## src/rtl/pvic_pkg.sv

```systemverilog
package pvic_pkg;
  typedef enum logic [1:0] {HS_RUN, HS_BASE, HS_CASC, HS_MODE} hs_state_t;

  localparam int START_BIT     = 4;
  localparam int NEED_MODE_BIT = 0;
  localparam int SEL_CMD_BIT   = 3;
  localparam int SEL_VALID_BIT = 1;
  localparam int SEL_ISR_BIT   = 0;
  localparam int AUTO_RET_BIT  = 1;
  localparam logic [2:0] SEOI_CODE = 3'b011;
endpackage

```

## src/rtl/pvic_prio.sv

```systemverilog
module pvic_prio #(
  parameter int N = 8,
  localparam int W = $clog2(N)
) (
  input  logic [N-1:0] req,
  output logic         any,
  output logic [W-1:0] idx
);
  always_comb begin
    any = |req;
    idx = '0;
    for (int i = N - 1; i >= 0; i--) begin
      if (req[i]) idx = W'(i);
    end
  end
endmodule

```

## src/rtl/pvic_host.sv

```systemverilog
module pvic_host
  import pvic_pkg::*;
#(
  parameter int NLINES = 8,
  parameter int DW     = 8,
  localparam int LW    = $clog2(NLINES),
  localparam int BW    = DW - LW
) (
  input  logic              clk,
  input  logic              rst_n,
  input  logic              bus_addr,
  input  logic              bus_wr,
  input  logic              bus_rd,
  input  logic [DW-1:0]     bus_wdata,
  output logic [DW-1:0]     bus_rdata,
  input  logic [NLINES-1:0] irr,
  input  logic [NLINES-1:0] isr,
  output logic [NLINES-1:0] imr,
  output logic [BW-1:0]     base,
  output logic              auto_ret,
  output logic              init_clr,
  output logic              eoi_stb,
  output logic [LW-1:0]     eoi_lvl
);
  hs_state_t st_q;
  logic      need_mode_q;
  logic      sel_isr_q;
  logic      cmd_wr, dat_wr;

  assign cmd_wr   = bus_wr && !bus_addr;
  assign dat_wr   = bus_wr && bus_addr;
  assign init_clr = cmd_wr && bus_wdata[START_BIT];
  assign eoi_stb  = cmd_wr && !bus_wdata[START_BIT] && !bus_wdata[SEL_CMD_BIT]
                    && (bus_wdata[DW-1 -: 3] == SEOI_CODE);
  assign eoi_lvl  = bus_wdata[LW-1:0];

  always_ff @(posedge clk or negedge rst_n) begin
    if (!rst_n) begin
      st_q        <= HS_RUN;
      need_mode_q <= 1'b0;
      sel_isr_q   <= 1'b0;
      imr         <= '0;
      base        <= '0;
      auto_ret    <= 1'b0;
      bus_rdata   <= '0;
    end else begin
      if (bus_rd) begin
        if (bus_addr)       bus_rdata <= DW'(imr);
        else if (sel_isr_q) bus_rdata <= DW'(isr);
        else                bus_rdata <= DW'(irr);
      end
      if (init_clr) begin
        st_q        <= HS_BASE;
        need_mode_q <= bus_wdata[NEED_MODE_BIT];
        sel_isr_q   <= 1'b0;
        imr         <= '0;
        auto_ret    <= 1'b0;
      end else if (cmd_wr && bus_wdata[SEL_CMD_BIT]) begin
        if (bus_wdata[SEL_VALID_BIT]) sel_isr_q <= bus_wdata[SEL_ISR_BIT];
      end else if (dat_wr) begin
        unique case (st_q)
          HS_BASE: begin
            base <= bus_wdata[DW-1:LW];
            st_q <= HS_CASC;
          end
          HS_CASC: st_q <= need_mode_q ? HS_MODE : HS_RUN;
          HS_MODE: begin
            auto_ret <= bus_wdata[AUTO_RET_BIT];
            st_q     <= HS_RUN;
          end
          default: imr <= bus_wdata[NLINES-1:0];
        endcase
      end
    end
  end
endmodule

```

## src/rtl/pvic_core.sv

```systemverilog
module pvic_core #(
  parameter int NLINES = 8,
  parameter int DW     = 8,
  localparam int LW    = $clog2(NLINES),
  localparam int BW    = DW - LW
) (
  input  logic              clk,
  input  logic              rst_n,
  input  logic [NLINES-1:0] irq_line,
  input  logic [NLINES-1:0] imr,
  input  logic [BW-1:0]     base,
  input  logic              auto_ret,
  input  logic              init_clr,
  input  logic              eoi_stb,
  input  logic [LW-1:0]     eoi_lvl,
  input  logic              ack_req,
  input  logic              vec_ready,
  output logic [NLINES-1:0] irr,
  output logic [NLINES-1:0] isr,
  output logic              cpu_int,
  output logic              vec_valid,
  output logic [DW-1:0]     vec_data
);
  logic [NLINES-1:0] line_q, rise, fall, win_oh, eoi_oh, aret_oh;
  logic              pend_any, svc_any, take, real_ack, spur_q, xfer;
  logic [LW-1:0]     pend_idx, svc_idx;

  pvic_prio #(.N(NLINES)) u_pend (.req(irr & ~imr), .any(pend_any), .idx(pend_idx));
  pvic_prio #(.N(NLINES)) u_svc  (.req(isr),        .any(svc_any),  .idx(svc_idx));

  assign cpu_int  = pend_any && (!svc_any || (pend_idx < svc_idx));
  assign rise     = irq_line & ~line_q;
  assign fall     = ~irq_line & line_q;
  assign take     = ack_req && !vec_valid;
  assign real_ack = take && cpu_int;
  assign xfer     = vec_valid && vec_ready;
  assign win_oh   = real_ack ? (NLINES'(1) << pend_idx) : '0;
  assign eoi_oh   = eoi_stb ? (NLINES'(1) << eoi_lvl) : '0;
  assign aret_oh  = (xfer && auto_ret && !spur_q) ? (NLINES'(1) << vec_data[LW-1:0]) : '0;

  always_ff @(posedge clk or negedge rst_n) begin
    if (!rst_n) begin
      line_q    <= '0;
      irr       <= '0;
      isr       <= '0;
      vec_valid <= 1'b0;
      vec_data  <= '0;
      spur_q    <= 1'b0;
    end else begin
      line_q <= irq_line;
      irr    <= (irr & ~fall & ~win_oh) | rise;
      if (init_clr) isr <= '0;
      else          isr <= (isr & ~eoi_oh & ~aret_oh) | win_oh;
      if (take) begin
        vec_valid <= 1'b1;
        spur_q    <= !real_ack;
        vec_data  <= {base, real_ack ? pend_idx : LW'(NLINES - 1)};
      end else if (xfer) begin
        vec_valid <= 1'b0;
      end
    end
  end
endmodule

```

## src/rtl/pvic_top.sv

```systemverilog
module pvic_top #(
  parameter int NLINES = 8,
  parameter int DW     = 8
) (
  input  logic              clk,
  input  logic              rst_n,
  input  logic              bus_addr,
  input  logic              bus_wr,
  input  logic              bus_rd,
  input  logic [DW-1:0]     bus_wdata,
  output logic [DW-1:0]     bus_rdata,
  input  logic [NLINES-1:0] irq_line,
  output logic              cpu_int,
  input  logic              ack_req,
  output logic              vec_valid,
  input  logic              vec_ready,
  output logic [DW-1:0]     vec_data
);
  localparam int LW = $clog2(NLINES);
  localparam int BW = DW - LW;

  logic [NLINES-1:0] irr_w, isr_w, imr_w;
  logic [BW-1:0]     base_w;
  logic              aret_w, init_w, eoi_w;
  logic [LW-1:0]     eoi_lvl_w;

  pvic_host #(.NLINES(NLINES), .DW(DW)) u_host (
    .clk(clk), .rst_n(rst_n), .bus_addr(bus_addr), .bus_wr(bus_wr), .bus_rd(bus_rd),
    .bus_wdata(bus_wdata), .bus_rdata(bus_rdata), .irr(irr_w), .isr(isr_w),
    .imr(imr_w), .base(base_w), .auto_ret(aret_w), .init_clr(init_w),
    .eoi_stb(eoi_w), .eoi_lvl(eoi_lvl_w)
  );

  pvic_core #(.NLINES(NLINES), .DW(DW)) u_core (
    .clk(clk), .rst_n(rst_n), .irq_line(irq_line), .imr(imr_w), .base(base_w),
    .auto_ret(aret_w), .init_clr(init_w), .eoi_stb(eoi_w), .eoi_lvl(eoi_lvl_w),
    .ack_req(ack_req), .vec_ready(vec_ready), .irr(irr_w), .isr(isr_w),
    .cpu_int(cpu_int), .vec_valid(vec_valid), .vec_data(vec_data)
  );
endmodule

```

## config.mk

```make
export PLATFORM = sky130hd
export DESIGN_NAME = pvic_top
export DESIGN_NICKNAME = d
export VERILOG_FILES = /design/src/rtl/pvic_pkg.sv /design/src/rtl/pvic_prio.sv /design/src/rtl/pvic_host.sv /design/src/rtl/pvic_core.sv /design/src/rtl/pvic_top.sv
export SDC_FILE = /design/constraint.sdc
export NUM_CORES = 1
export LEC_CHECK = 0
export BUFFER_PORTS_ARGS = -buffer_cell sky130_fd_sc_hd__buf_2
export CAP_MARGIN = 20
export CORE_MARGIN = 2
export CORE_UTILIZATION = 46
export CTS_CLUSTER_DIAMETER = 120
export DETAILED_ROUTE_END_ITERATION = 6
export GPL_ROUTABILITY_DRIVEN = 1
export GPL_TIMING_DRIVEN = 0
export PLACE_DENSITY = 0.66
export SLEW_MARGIN = 5
export SYNTH_ARGS = -nofsm -noshare
export SYNTH_HDL_FRONTEND = slang
export SYNTH_HIERARCHICAL = 1
export SYNTH_SLANG_ARGS = --single-unit
```

## constraint.sdc

```tcl
create_clock -name clk -period 3 [get_ports clk]
set_input_delay 0.6 -clock clk [delete_from_list [all_inputs] [get_ports clk]]
set_output_delay 0.6 -clock clk [all_outputs]
set_load 0.01 [all_outputs]
```

==> key figures, run 1 <==
Outcome
  • Outcome: complete, no violations

Global route
  • First-pass GRT wire length: roughly 12 mm
  • GR peak layer: met1
  • Antenna violations before repair: 0
  • Met1 Track Usage GR: 0.3097
  • Vias in the first global route: about 2400
  • Total grt overflow: 0
  • Met3 Track Usage GR: 0.03959
  • Largest net degree at the start of global routing: about 60
  • Grt met2 use: 0.3003
  • Total GRT Usage: 0.2095

Min path
  • Worst hold-check path type: in -> async

Die
  • IO Pins: between 40 and 50
  • Starting Density: 0.4738
  • Core area: slightly below 0.007 mm^2
  • Die area: between 0.007 and 0.008 mm^2
  • Die Ht: just under 90 um
  • Die Wd: roughly 88 um
  • Site Rows: 30

Detailed routing
  • 1st-pass router iterations: 4
  • Drt wl/cell: 15.84 um
  • Initial DRC count: around 150
  • DR vias: around 2500
  • # DRC: 0
  • ANT nets after route: 0
  • Vias per cell: 5.336
  • Total wire length: approximately 7.5 mm

Power
  • PD cells: about 940 mW/mm^2
  • Leakage: approximately 1.7 nW
  • VDD IR-drop max: 0.0005151 V
  • Final Power: 3.547 mW

Logic synthesis
  • Synthesized instance count: 320
  • Post-synthesis adder-cell area fraction: 0.04975
  • Area leader, netlist: dfrtp_1
  • Synth Area in Compound Gates: 0.2068
  • Xor/xnor share of the synthesized area: 0
  • Post-synth EDFFs: 0
  • Largest family of logic cells by synthesized area: compound AO/OA/AOI/OAI gates
  • Sequential share of the synthesized area: 0.4664
  • Seq cells post-synth: 60
  • Cells taking the most area after synthesis: dfrtp_1 (47%), a22o_1 (4.4%), inv_1 (4.0%)
  • Async set-reset flop share out of synthesis: 1.000
  • Net count after synthesis: 349
  • Count leader, synth: dfrtp_1
  • Mapped Avg Cell Area: 10.06 um^2
  • Mapped Area: ~0.0032 mm^2
  • Top FF cell, synth: dfrtp_1
  • Yosys Warn Count: 6
  • Post-synth top area share: 0.4664
  • Unique masters post-synth: 60
  • Synth cell count leaders: dfrtp_1 (60), inv_1 (34), nand2_1 (25), nor2_1 (22), nor2b_1 (18)
  • Mux share of post-synthesis cell area: 0.02876
  • Synth Area in Simple Gates: 0.1799

Critical path
  • R2R cell count: 9
  • Worst Path Required: 2400 ps
  • Slowest-stage cell, CP: o41ai_1
  • Setup slack, reg-to-reg: about 450 ps
  • Peak fanout along the critical path: 11
  • Crit start category: flip-flop
  • CP Capture Type: primary output
  • Critical Path AT: around 2300 ps
  • Crit path launch: u_core/irr[4]
  • Largest stage delay, worst path: ~480 ps
  • Kind of critical path: reg -> out
  • R2r startpoint: u_core/irr[4]
  • Worst path cell trace: nor2b_4, buf_4, o41ai_1, buf_6, o21ai_2, a22o_4, buf_2
  • FF-to-FF End: u_core/irr[1]

Finish
  • Syn-to-layout area delta: 17.29%
  • Final net count: between 400 and 500
  • Post-route insts no fill: around 480
  • Diode count: 0
  • Post-Route Utilization: 0.5558
  • Share of cells above drive strength 1: 0.2921

CTS
  • Root Buffer: clkbuf_8
  • CTS tree: yes
  • CTS Buffer Depth: 2
  • Worst-skew pair later-pin latency: 350 ps
  • Clock Sink Count: 60
  • Clock slew at the register clock pins of the worst setup and hold paths: approximately 70 ps
  • Hold Buf Count CTS: 0
  • H-tree lvl count: 3
  • Cts bufs inserted: 9

Timing
  • Final Critical Period: slightly below 3000 ps
  • Setup TNS Final: 0 ps
  • Pin slew with the least headroom to its limit: ~760 ps
  • Slew margin rel.: 0.4926
  • Final setup viols: 0
  • Setup WS post-layout: ~93 ps
  • RSZ-0062 raised after global routing: false
  • Max Freq: 344.0 MHz
  • Final clock skew: 8.780 ps
  • Pins over their slew limit: 0
  • Hold Violations, Final: 0
  • Fin crit share: 0.9689

Place
  • Pre-CTS WS: -199.3 ps
  • DP Cell Count: approximately 460
  • Detail Placement HPWL: about 5.4 mm
  • RePlAce Congestion: 0.8768
  • IO Port Bufs: 40

Flow run
  • MaxCap Viol Count: 0
[where the power goes]
part	internal, mW	switching (mW)
logic	0.725	0.871
registers	1.06	0.232
clock network	0.303	0.355
total	2.09	1.46
[cell type report]
type / instances / area (um^2)
fill: 636 / 3018
clock buffer: 9 / 123.9
inverter: 34 / 127.6
tap: 96 / 120.1
timing repair buffer: 45 / 240.2
sequential: 60 / 1501
clock inverter: 7 / 52.55
multi-input combinational: 212 / 1533
buffer: 13 / 77.57
[sequential cells by signal (all words and copies together) (netlist names), 2 cells and up]
| signal | flops |
|---|---|
| u_host/st_q | 2 |
| u_core/line_q | 8 |
| u_core/isr | 8 |
| u_host/bus_rdata | 8 |
| u_core/vec_data | 8 |
| u_host/base | 5 |
| u_core/irr | 8 |
| u_host/imr | 8 |
[layout by cell type (no fill, tap or decap), types with 5 or more instances in the layout]
master    instances
dfrtp_1          60
buf_2            44
inv_1            34
nand2_1          25
nor2_1           22
nor2b_1          16
a22o_1           16
o21ai_0          12
buf_4            10
o22ai_1          10
clkbuf_8          9
a211oi_1          8
a31oi_1           7
nand3_1           7
mux2_2            6
nor3_1            5
a21oi_1           5
ha_1              5
[worst max-delay path, delay by kind of cell, from the launching register on]
kind | cells | cell delay (ps)
DFF | 1 | 430
buffers and inverters | 3 | 520
and+or+nand+nor | 1 | 160
AOI/OAI and AO/OA | 3 | 860
[kinds of logic (layout without fill, tap and decap cells)]
kind of cell,Yosys count,in the layout
multiplexers,8,8
buffers and inverters,48,108
flip-flops,60,60
AO/OA/AOI/OAI,88,88
adder cells (fa/ha/maj),14,14
AND/OR/NAND/NOR,102,102
[how the worst max path moves through the flow]
stage                          to  slack, ps  cells past startpoint
after CTS                 cpu_int         20                      8
after global placement    cpu_int       -200                      8
after floorplan           cpu_int        480                      7
after global routing      cpu_int          9                      8
final                     cpu_int         90                      7
after detailed placement  cpu_int       -200                      8
[metrics by stage]
step | hold WS (ps) | instance area (um^2)
floorplan | 304.4 | 3219
global placement | 451.3 | 3540
detailed placement | 457.7 | 3542
CTS | 358.4 | 3754
global route | 365.0 | 3776
finish | 321.1 | 3776
[metal layers]
metal,part of all wire,up-vias
met5,0,-
met4,0.018,0
met3,0.039,11
met2,0.44,62
met1,0.50,1219
li1,-,1248
[what timing repair did]
action,in CTS,in global routing
setup buffers,4,1
pin swaps,3,2
resized for setup,4,7
setup endpoints to repair,2,1
Note: power is estimated with default switching activity, not from simulation.
==> run 2, diff against run 1 <==
--- a/constraint.sdc
+++ b/constraint.sdc
@@ -3,2 +3,2 @@
 set_output_delay 0.6 -clock clk [all_outputs]
-set_load 0.01 [all_outputs]
+set_load 0.02 [all_outputs]
==> run 2 against run 1 <==
  * Final area about the same
  * Routed wire length unchanged
  * Sequential share of layout area about the same
  * Sequential cell count unchanged
  * Register-to-register slack about the same
  * Sequential power about the same
  * Non-clock buffer count unchanged
  * Critical path type unchanged
  * Largest cell class unchanged
  * Largest power group unchanged
  * Highest routed layer unchanged
==> key figures, run 2 (synthesized netlist as in run 1, its figures left out) <==
Outcome
  • Outcome: complete, no violations

Die
  • Starting Density: 0.4738
  • Die Wd: roughly 88 um
  • Site Rows: 30
  • Core area: slightly below 0.007 mm^2
  • IO Pins: 41
  • Die Ht: between 80 and 90 um
  • Die area: just under 0.008 mm^2

Finish
  • Syn-to-layout area delta: 17.37%
  • Diode count: 0
  • Most frequent cells in the layout: dfrtp_1 (60), buf_2 (43), inv_1 (34)
  • Commonest non-fill, non-tap cell in the layout: dfrtp_1
  • Final net count: between 400 and 500
  • Final Cell Area: roughly 0.0038 mm^2
  • Share of cells above drive strength 1: 0.2921
  • Post-route insts no fill: between 400 and 500

Critical path
  • Setup slack, reg-to-reg: between 400 and 500 ps
  • FF-to-FF End: u_core/irr[1]
  • Worst Path Required: between 2000 and 2500 ps
  • Family with the most delay on the worst path: compound AO/OA/AOI/OAI gates
  • Slowest-stage cell, CP: o41ai_1
  • Critical Path AT: ~2300 ps
  • Kind of critical path: reg -> out
  • R2r startpoint: u_core/irr[4]
  • CP Capture Type: primary output
  • Largest stage delay, worst path: 480 ps
  • Worst Path Buf+Inv: 3
  • Peak fanout along the critical path: 11
  • Crit start category: flip-flop
  • R2R cell count: 9
  • Worst path cell trace: nor2b_4, buf_4, o41ai_1, buf_6, o21ai_2, a22o_4, buf_4
  • Most used cell, CP: buf_4

Timing
  • Max Freq: around 340 MHz
  • Slew margin rel.: 0.4926
  • Pin slew with the least headroom to its limit: between 700 and 800 ps
  • Hold Violations, Final: 0
  • Final setup viols: 0
  • Final Critical Period: 2926 ps
  • Setup WS post-layout: 74.10 ps
  • Fin crit share: 0.9753
  • Final clock skew: between 9 and 10 ps
  • WHS: about 320 ps
  • Pins over their slew limit: 0

Power
  • Final Power: 3.645 mW
  • VDD IR-drop max: 0.0005179 V
  • Leakage: ~1.7 nW
  • PD cells: roughly 960 mW/mm^2

Flow run
  • MaxCap Viol Count: 0

Detailed routing
  • DR vias: roughly 2500
  • Initial DRC count: 153
  • Vias per cell: roughly 5.3
  • # DRC: 0
  • 1st-pass router iterations: 4
  • Drt wl/cell: 15.84 um
  • Total wire length: approximately 7.5 mm
  • ANT nets after route: 0

Global route
  • Total GRT Usage: 0.2097
  • Largest net degree at the start of global routing: 61
  • Total grt overflow: 0
  • Vias in the first global route: 2371
  • Antenna violations before repair: 0
  • First-pass GRT wire length: about 12 mm

Min path
  • Worst hold-check path type: in -> async

CTS
  • Cts bufs inserted: 9
  • H-tree lvl count: 3
  • Worst-skew pair later-pin latency: about 350 ps
  • Hold Buf Count CTS: 0
  • Clock Sink Count: 60
  • CTS Buffer Depth: 2
  • CTS tree: yes
  • Root Buffer: clkbuf_8
  • Clock slew at the register clock pins of the worst setup and hold paths: 70 ps

Place
  • Pre-CTS WS: -232.9 ps
  • Detail Placement HPWL: 5.443 mm
  • DP Cell Count: 456
  • Placed inst area: 0.003542 mm^2
  • RePlAce Congestion: 0.8768
  • IO Port Bufs: 40
run 2: cell counts in the layout (fill, tap and decap cells not counted):
Identical to the previous run, type by type.
run 2: worst reg2reg max path, cell delays in order (launching register included):
cell and delay (ps):
dfrtp_1 430, nor2b_4 160, nor4_4 280, and3b_2 250, ha_2 280, o21ai_2 130, a22o_4 230, buf_4 180
a41oi_1 130, maj3_1 360
run 2: metrics by stage:
| stage | util | setup TNS, ps |
|---|---|---|
| detailed placement | 0.5214 | -232.9 |
| global placement | 0.5210 | -237.1 |
| floorplan | - | 0 |
| global route | 0.5562 | -9.073 |
| CTS | 0.5529 | 0 |
| finish | 0.5562 | 0 |
run 2: worst max path at each step:
| stage | from | to | slack (ps) | cells past startpoint |
|---|---|---|---|---|
| final | u_core/irr[4] | cpu_int | 70 | 7 |
| after global routing | u_core/irr[7] | cpu_int | -9 | 8 |
| after CTS | u_core/irr[6] | cpu_int | 8 | 8 |
| after detailed placement | u_host/imr[6] | cpu_int | -230 | 8 |
| after global placement | u_host/imr[6] | cpu_int | -240 | 8 |
| after floorplan | u_host/imr[6] | cpu_int | 470 | 7 |
run 2: report_power, final:
group          switching [mW]  total, mW  internal, mW
logic                   0.955       1.69         0.740
clock network           0.354      0.657         0.303
registers               0.232       1.29          1.06
run 2: final cells by class:
cell class | instances | area, um^2
Tap cell | 96 | 120.1
Fill cell | 635 | 3015
Clock inverter | 7 | 52.55
Inverter | 34 | 127.6
Buffer | 13 | 77.57
Sequential cell | 60 | 1501
Timing Repair Buffer | 45 | 242.7
Multi-Input combinational cell | 212 | 1533
Clock buffer | 9 | 123.9
run 2: metal layers:
layer	routed length [um]	track usage
met1	3771	0.3097
met2	3340	0.3010
met3	294	0.03959
met4	133	0.08951
met5	0	0
run 2: what timing repair did:
action                                  in CTS  in global routing
endpoints found under the setup margin       2                  1
resized for setup                            5                  7
buffers inserted                             4                  1
pin swaps                                    3                  2
